===== src/rtl/lcd_scan_pkg.sv =====
package lcd_scan_pkg;

    localparam int DEF_SEGS = 80;
    localparam int DEF_COMS = 32;

    typedef enum logic [1:0] {
        DM_NORMAL = 2'd0,
        DM_BLANK  = 2'd1,
        DM_ALLON  = 2'd2,
        DM_SAVE   = 2'd3
    } disp_mode_e;

    function automatic disp_mode_e mode_of(input logic on, input logic stat);
        if (!on && stat)  return DM_SAVE;
        if (!on)          return DM_BLANK;
        if (stat)         return DM_ALLON;
        return DM_NORMAL;
    endfunction

endpackage


===== src/rtl/scan_counter.sv =====
module scan_counter #(
    parameter int COMS = lcd_scan_pkg::DEF_COMS,
    localparam int RW = $clog2(COMS)
) (
    input  logic          clk,
    input  logic          rst,
    input  logic          step,
    input  logic          freeze,
    input  logic          duty32,
    input  logic          master,
    input  logic          frame_in,
    output logic [RW-1:0] cnt,
    output logic          frame
);
    localparam logic [RW-1:0] LAST_FULL = RW'(COMS - 1);
    localparam logic [RW-1:0] LAST_HALF = RW'(COMS / 2 - 1);

    logic [2:0]    fr_sync;
    logic          frame_q;
    logic          adv, wrap, resync;
    logic [RW-1:0] last;

    assign last   = duty32 ? LAST_FULL : LAST_HALF;
    assign wrap   = (cnt >= last);
    assign adv    = step && !freeze;
    assign resync = !master && (fr_sync[1] ^ fr_sync[2]);
    assign frame  = master ? frame_q : fr_sync[1];

    always_ff @(posedge clk) begin
        if (rst) begin
            cnt     <= '0;
            frame_q <= 1'b0;
            fr_sync <= '0;
        end else begin
            fr_sync <= {fr_sync[1:0], frame_in};
            if (resync)
                cnt <= '0;
            else if (adv)
                cnt <= wrap ? '0 : cnt + 1'b1;
            if (master && adv && wrap)
                frame_q <= ~frame_q;
        end
    end


    duty16_wrap_chk: assert property (@(posedge clk) disable iff (rst)
        (adv && !duty32) |=> (cnt <= LAST_HALF));


    frame_hold_chk: assert property (@(posedge clk) disable iff (rst)
        (master && !(adv && wrap)) |=> $stable(frame_q));


    resync_zero_chk: assert property (@(posedge clk) disable iff (rst)
        resync |=> (cnt == '0));


    freeze_hold_chk: assert property (@(posedge clk) disable iff (rst)
        (freeze && !resync) |=> $stable(cnt));

endmodule


===== src/rtl/row_latch.sv =====
module row_latch #(
    parameter int SEGS = lcd_scan_pkg::DEF_SEGS,
    parameter int COMS = lcd_scan_pkg::DEF_COMS,
    localparam int RW = $clog2(COMS)
) (
    input  logic            clk,
    input  logic            rst,
    input  logic            load,
    input  logic [SEGS-1:0] row_bits,
    input  logic [RW-1:0]   row_idx,
    output logic [SEGS-1:0] held_bits,
    output logic [RW-1:0]   held_idx
);
    always_ff @(posedge clk) begin
        if (rst) begin
            held_bits <= '0;
            held_idx  <= '0;
        end else if (load) begin
            held_bits <= row_bits;
            held_idx  <= row_idx;
        end
    end
endmodule


===== src/rtl/drive_mapper.sv =====
module drive_mapper
    import lcd_scan_pkg::*;
#(
    parameter int SEGS = lcd_scan_pkg::DEF_SEGS,
    parameter int COMS = lcd_scan_pkg::DEF_COMS,
    localparam int RW = $clog2(COMS)
) (
    input  disp_mode_e      mode,
    input  logic            reverse,
    input  logic            frame,
    input  logic [SEGS-1:0] held_bits,
    input  logic [RW-1:0]   held_idx,
    output logic [SEGS-1:0] seg_on,
    output logic [SEGS-1:0] seg_drv,
    output logic [COMS-1:0] com_sel,
    output logic [COMS-1:0] com_drv
);
    logic [SEGS-1:0] ordered;
    logic [COMS-1:0] decoded;

    for (genvar s = 0; s < SEGS; s++) begin : g_order
        assign ordered[s] = reverse ? held_bits[SEGS-1-s] : held_bits[s];
    end

    for (genvar c = 0; c < COMS; c++) begin : g_dec
        assign decoded[c] = (held_idx == RW'(c));
    end

    always_comb begin
        unique case (mode)
            DM_NORMAL: begin seg_on = ordered;     com_sel = decoded; end
            DM_ALLON:  begin seg_on = '1;          com_sel = decoded; end
            default:   begin seg_on = '0;          com_sel = '0;      end
        endcase
        if (mode == DM_SAVE) begin
            seg_drv = '0;
            com_drv = '0;
        end else begin
            seg_drv = seg_on  ^ {SEGS{frame}};
            com_drv = com_sel ^ {COMS{frame}};
        end
    end
endmodule


===== src/rtl/lcd_scan_timing.sv =====
module lcd_scan_timing
    import lcd_scan_pkg::*;
#(
    parameter int SEGS = lcd_scan_pkg::DEF_SEGS,
    parameter int COMS = lcd_scan_pkg::DEF_COMS,
    localparam int RW = $clog2(COMS)
) (
    input  logic            clk,
    input  logic            rst,
    input  logic            row_step,
    input  logic            duty32,
    input  logic [RW-1:0]   start_line,
    input  logic            seg_reverse,
    input  logic            disp_on,
    input  logic            static_drive,
    input  logic            master,
    input  logic            frame_in,
    input  logic [SEGS-1:0] ram_data,
    output logic [RW-1:0]   ram_row,
    output logic            frame_out,
    output logic            power_save,
    output logic [SEGS-1:0] seg_on,
    output logic [SEGS-1:0] seg_drv,
    output logic [COMS-1:0] com_sel,
    output logic [COMS-1:0] com_drv
);
    disp_mode_e      mode;
    logic [RW-1:0]   cnt;
    logic [RW-1:0]   held_idx;
    logic [SEGS-1:0] held_bits;
    logic            load;

    assign mode       = mode_of(disp_on, static_drive);
    assign power_save = (mode == DM_SAVE);
    assign load       = row_step && !power_save;
    assign ram_row    = start_line + cnt;

    scan_counter #(.COMS(COMS)) u_cnt (
        .clk(clk), .rst(rst), .step(row_step), .freeze(power_save),
        .duty32(duty32), .master(master), .frame_in(frame_in),
        .cnt(cnt), .frame(frame_out)
    );

    row_latch #(.SEGS(SEGS), .COMS(COMS)) u_latch (
        .clk(clk), .rst(rst), .load(load), .row_bits(ram_data),
        .row_idx(cnt), .held_bits(held_bits), .held_idx(held_idx)
    );

    drive_mapper #(.SEGS(SEGS), .COMS(COMS)) u_map (
        .mode(mode), .reverse(seg_reverse), .frame(frame_out),
        .held_bits(held_bits), .held_idx(held_idx),
        .seg_on(seg_on), .seg_drv(seg_drv), .com_sel(com_sel), .com_drv(com_drv)
    );


    one_common_chk: assert property (@(posedge clk) disable iff (rst)
        (mode == DM_NORMAL || mode == DM_ALLON) |-> ($countones(com_sel) == 1));


    save_quiet_chk: assert property (@(posedge clk) disable iff (rst)
        power_save |-> ($countones(seg_drv) == 0 && $countones(com_drv) == 0));


    blank_level_chk: assert property (@(posedge clk) disable iff (rst)
        (mode == DM_BLANK) |-> ($countones(seg_drv) == (frame_out ? SEGS : 0)));

endmodule


===== config.mk =====
export PLATFORM = sky130hd
export DESIGN_NAME = lcd_scan_timing
export DESIGN_NICKNAME = d
export VERILOG_FILES = /design/src/rtl/lcd_scan_pkg.sv /design/src/rtl/scan_counter.sv /design/src/rtl/row_latch.sv /design/src/rtl/drive_mapper.sv /design/src/rtl/lcd_scan_timing.sv
export SDC_FILE = /design/constraint.sdc
export NUM_CORES = 1
export LEC_CHECK = 0
export BUFFER_PORTS_ARGS = -buffer_cell sky130_fd_sc_hd__buf_2
export CORE_MARGIN = 5
export CORE_UTILIZATION = 47
export DETAILED_ROUTE_END_ITERATION = 8
export PLACE_DENSITY = 0.81
export SLEW_MARGIN = 25
export SYNTH_ARGS = -nofsm -noshare
export SYNTH_HDL_FRONTEND = slang
export SYNTH_SLANG_ARGS = --single-unit

===== constraint.sdc =====
create_clock -name clk -period 2.3 [get_ports clk]
set_clock_uncertainty 0.15 [all_clocks]
set_input_delay 0.23 -clock clk [delete_from_list [all_inputs] [get_ports clk]]
set_output_delay 0.23 -clock clk [all_outputs]
set_load 0.01 [all_outputs]

# --- After elaboration in Yosys (flattened, before gate mapping) ---
# Cells that the tools add are included.
op_classes:
  add_sub_neg: 2
  order_cmp: 1
  n_eq_ne: 33
  muxes: 99
  bitwise_logic: 4
  n_reduce_logical: 12
op_table:
  columns: ["operator", "n"]
  rows:
  - ["case mux 80 bit (2 select lines)", 1]
  - ["two-way mux 1 bit", 87]
  - ["equality test 5 bit, second input constant", 16]
  - ["two-way mux 80 bit", 1]
  - ["bitwise XOR 80 bit", 1]
  - ["two-way mux 32 bit", 2]
  - ["equality test 5 x 4 -> 1 bit, second input constant", 8]
  - ["bitwise XOR 32 bit", 1]
  - ["equality test 5 x 3 -> 1 bit, second input constant", 4]
  - ["two-way mux 2 bit", 6]
  - ["equality test 5 x 2 -> 1 bit, second input constant", 2]
  - ["two-way mux 5 bit", 2]
  - ["adder 5 x 1 -> 5 bit, second input constant", 1]
  - ["adder 5 bit", 1]
  - ["equality test 5 x 1 -> 1 bit, second input constant", 1]
  - [">= comparator 5 bit", 1]
  - ["logical AND 1 bit", 5]
  - ["zero test 5 bit", 1]
  - ["equality test 2 bit, second input constant", 2]
  - ["OR reduction 2 bit", 2]
  - ["zero test 1 bit", 3]
  - ["zero test 2 bit", 1]
  - ["NOT 1 bit", 1]
  - ["bitwise XOR 1 bit", 1]
totals:
  register_bits: 94
  input_bits: 94
  out_inout_bits: 231
  wordCells: 156

# --- Logic depth before layout (Yosys ltp) ---
logic_depth:
  word_depth: 14
  mapped_depth: 8

# --- Cells and area by module ---
# A second synthesis with hierarchy kept.
unflattened:
  hier_cells: 900
  area_unflattened_um2: 7025.5
modules_own_cells:
  columns: ["module", "instances", "cells_each", "area_per_inst_um2", "seq_area_each_um2"]
  rows:
  - ["drive_mapper", 1, 547, 3310.7, 0.0]
  - ["row_latch", 1, 274, 3056.7, 1701.6]
  - ["scan_counter", 1, 56, 483.0, 180.2]
  - ["lcd_scan_timing", 1, 23, 175.2, 0.0]

# --- Worst setup path after synthesis ---
# No wires, ideal clock.
synth_timing:
  path_kind: "register -> output"
  startpoint: "register u_latch.held_idx[2]"
  endpoint: "output port com_drv[2]"
  t_arrival_ns: 1.690
  required_ns: 1.920
  path_slack_ns: 0.230
  stages_incl_launch_ff: 6
  n_path_buf: 1
  path_cell_list: "dfxtp_1 -> buf_6 -> or3b_1 -> or2_4 -> or4_1 -> a21oi_1"
synth_between:
  elab_chain_len: 4
synth_lines:
  columns: ["item", "line_no", "rtl"]
  rows:
  - ["from (decl)", "row_latch.sv:12", "output logic [RW-1:0] held_idx"]
  - ["from (signal assigned)", "row_latch.sv:20", "held_idx <= row_idx;"]
  - ["equality test 5 x 2 -> 1 bit", "drive_mapper.sv:26", "assign decoded[c] = (held_idx == RW'(c));"]
  - ["two-way mux 32 bit", "drive_mapper.sv:30", "unique case (mode)"]
  - ["bitwise XOR 32 bit", "drive_mapper.sv:40", "com_drv = com_sel ^ {COMS{frame}};"]
  - ["two-way mux 32 bit", "drive_mapper.sv:35", "if (mode == DM_SAVE) begin"]
  - ["to (decl)", "lcd_scan_timing.sv:25", "output logic [COMS-1:0] com_drv"]
# Every way passes these cells.

# --- Worst setup path in the final report ---
# Same ends and word-level chain as after synthesis.

==> impl_metrics.tcl <==
set metrics [dict create \
    synthFlopType "dfxtp_1" \
    fin_crit_sh_pct 103 \
    fp.dieH_um 129 \
    failed_checks "negative setup slack" \
    worst_slew_pin_slew_ns 0.662 \
    grt_pass1_vias 7156 \
    cts_root_buf "clkbuf_16" \
    setup_slack_ns -0.0695 \
    hold_depth 3 \
    gr-total-overflow 0 \
    vias 7507 \
    ys_ff_latch 94 \
    fin_util_pct 69.8 \
    antenna_left 0 \
    slew_violations 0 \
    first_iter_violations 397 \
    syn-num-nets 953 \
    netlist.top_cell.by_area "dfxtp_1" \
    dpl.hpwl_um 15900 \
    yosysUniqueCellTypes 39 \
    cp_cell_sequence "or3b_4 -> or2_4 -> or4_4 -> a21oi_2 -> buf_2" \
    reg2reg_depth 6 \
    die_area_mm2 0.0167 \
    setup_violations 2 \
    wl_per_cell_um 16.9 \
    syn_avg_cell_area_um2 7.85 \
    cpPeakStageDelay_ns 0.42 \
    cp-start-kind "flop" \
    drive_above_1_share_pct 39.4 \
    period_needed_ns 2.37 \
    end_kind "output pin" \
    place_congestion 0.894 \
    power_leakage_nw 4.66 \
    async_flop_share_pct 0 \
    ir_drop_mv 0.380 \
    grt_start_max_net_pins 63 \
    drt_wl_total_um 23600 \
    fmax_ghz 0.422 \
    fin_total_pwr_mw 4.66 \
    ios 325 \
    max_slew_margin_pct 55.9 \
    synth_edf_count 0 \
    yosysWarnings 0 \
    seq_area_frac_synth_pct 28.1 \
    synth.top_cells.by_count "nand2_1 (178), dfxtp_1 (94), a21oi_1 (92)" \
    path_class "reg2out" \
    fp.dieW_um 129 \
    numPortBuffers 324 \
    synth.most_common_cell "nand2_1" \
    powerDensity_mw_per_mm2 480 \
    rows 43 \
    critPathMaxFanout 4 \
    insertion_delay_ns 0.33 \
    antenna_found_initial 0 \
    timing.critical_path.buf_inv 1 \
    netlist.area_leader.share_pct 28.1 \
    clk_pin_slew_ns 0.07 \
    grt_first_pass_wirelength_um 35800 \
    required_ns 1.92 \
    area_growth_pct 45.4 \
    htreeDepth 3 \
    crit_arrival_ns 1.99 \
    clock-sinks 94 \
    syn_area_mm2 0.00669 \
    crit_cells 5 \
    track_usage_pct 26.3 \
    finalHoldViolCount 0 \
    cts_buffers 9 \
    drt-vias-per-instance 5.38 \
    cap_violations 0 \
    start_util_pct 48.0 \
    first_pass_iters 7 \
    core_area_mm2 0.0139 \
    cp_top_family "simple AND/OR/NAND/NOR gates" \
    drc 0 \
    fin_nets 1311 \
    cts_max_path_buffers 2 \
    status "finished with violations" \
    cts_tree "built" \
    synth_cells 852 \
    hold_path_class "in2reg" \
    cpMaxStageDelayCell "or4_4" \
    grt_setup_unrepaired "yes" \
    synth_top_cells_by_area "dfxtp_1 (28%), mux2_2 (14%), mux2i_1 (12%), nand2_1 (10%), o21a_1 (9.0%)" \
]
## metal layers
metal  vias up  routed length, µm  GRT usage [%]
li1       3610                  -              -
met1      3453               8840           29.2
met2       379              11800           47.9
met3        65               2030           5.85
met4         0                853           11.4
met5         -                  0              0
## state kept, by name, summed over array words and instances (netlist names)
signal and flops:
u_latch.held_idx 5, u_cnt.cnt 5, u_cnt.frame_q 1, u_cnt.fr_sync 3
u_latch.held_bits 80
## final cells by class
class | instances | area (µm²)
Sequential cell | 94 | 1890
Fill cell | 1038 | 4210
Clock buffer | 11 | 243
Clock inverter | 5 | 57.6
Inverter | 9 | 33.8
Timing Repair Buffer | 436 | 2780
Antenna cell | 1 | 2.50
Multi-Input combinational cell | 660 | 4500
Tap cell | 180 | 225
## path summary, 6_finish.rpt
path | from | endpoint | slack [ns]
worst max-delay path | u_latch.held_idx[2]$_SDFFE_PP0N_ | com_drv[2] | -0.07
worst min-delay path | ram_data[22] | u_latch.held_bits[22]$_SDFFE_PP0N_ | 0.02
worst min register to register | u_cnt.fr_sync[0]$_SDFF_PP0_ | u_cnt.fr_sync[1]$_SDFF_PP0_ | 0.30
worst max register to register | u_cnt.cnt[0]$_SDFFE_PP0N_ | u_cnt.cnt[4]$_SDFFE_PP0N_ | 0.27
## kinds of logic after synthesis
| logic type | Yosys count | synth area share (%) |
|---|---|---|
| AND/OR/NAND/NOR | 273 | 17.0 |
| AO/OA/AOI/OAI | 184 | 17.2 |
| multiplexers | 161 | 25.6 |
| buffers and inverters | 98 | 6.04 |
| flip-flops | 94 | 28.1 |
| XOR/XNOR | 35 | 4.58 |
| adder cells (fa/ha/maj) | 7 | 1.42 |
## worst register-to-register path: cells and delay by family, from the launching register on
kind            cells  cell delay [ns]
compound gates      3             0.60
simple gates        1             0.48
flops               1             0.36
fa+ha+maj           1             0.23
buf+inv             1             0.14
## report_power, final
part           leakage (nW)  total [mW]  internal (mW)  switching, mW
sequential            0.773        1.77           1.71         0.0602
clock                 0.150        1.50          0.875          0.628
combinational          3.74        1.39          0.662          0.727
## stage by stage
stage               hold WS [ns]  std cells  area, µm²  worst slack (ns)  setup TNS, ns
finish                    0.0218       1396       9720           -0.0695         -0.106
detailed placement         0.289       1296       8510             0.253              0
global route              0.0111       1395       9720            -0.121         -0.407
CTS                      0.00117       1392       9620           -0.0362         -0.122
floorplan                  0.208        852       6690             0.230              0
global placement           0.270       1296       8510             0.237              0
## cell usage in the layout (no fill, tap or decap), drive strengths merged, types with 3 or more instances in the layout
master         n
nand3          6
nor2b          3
nand2        178
mux2i         80
mux2          81
ha             6
nand2b         4
or4            4
buf          359
nor3           4
nand4b         4
a21oi         92
clkbuf        11
dfxtp         94
o21a          80
xnor2         33
inv           10
dlygate4sd3   77
nor2          57
a31oi          3
a21o           4
clkinv         3
## repair_timing
item	in CTS	in global routing
setup buffers	3	3
pin swaps	1	5
gates resized for setup	6	21
hold endpoints to repair	77	0
hold buffers	77	0
endpoints found under the setup margin	7	9
(Power assumes the default switching activity.)
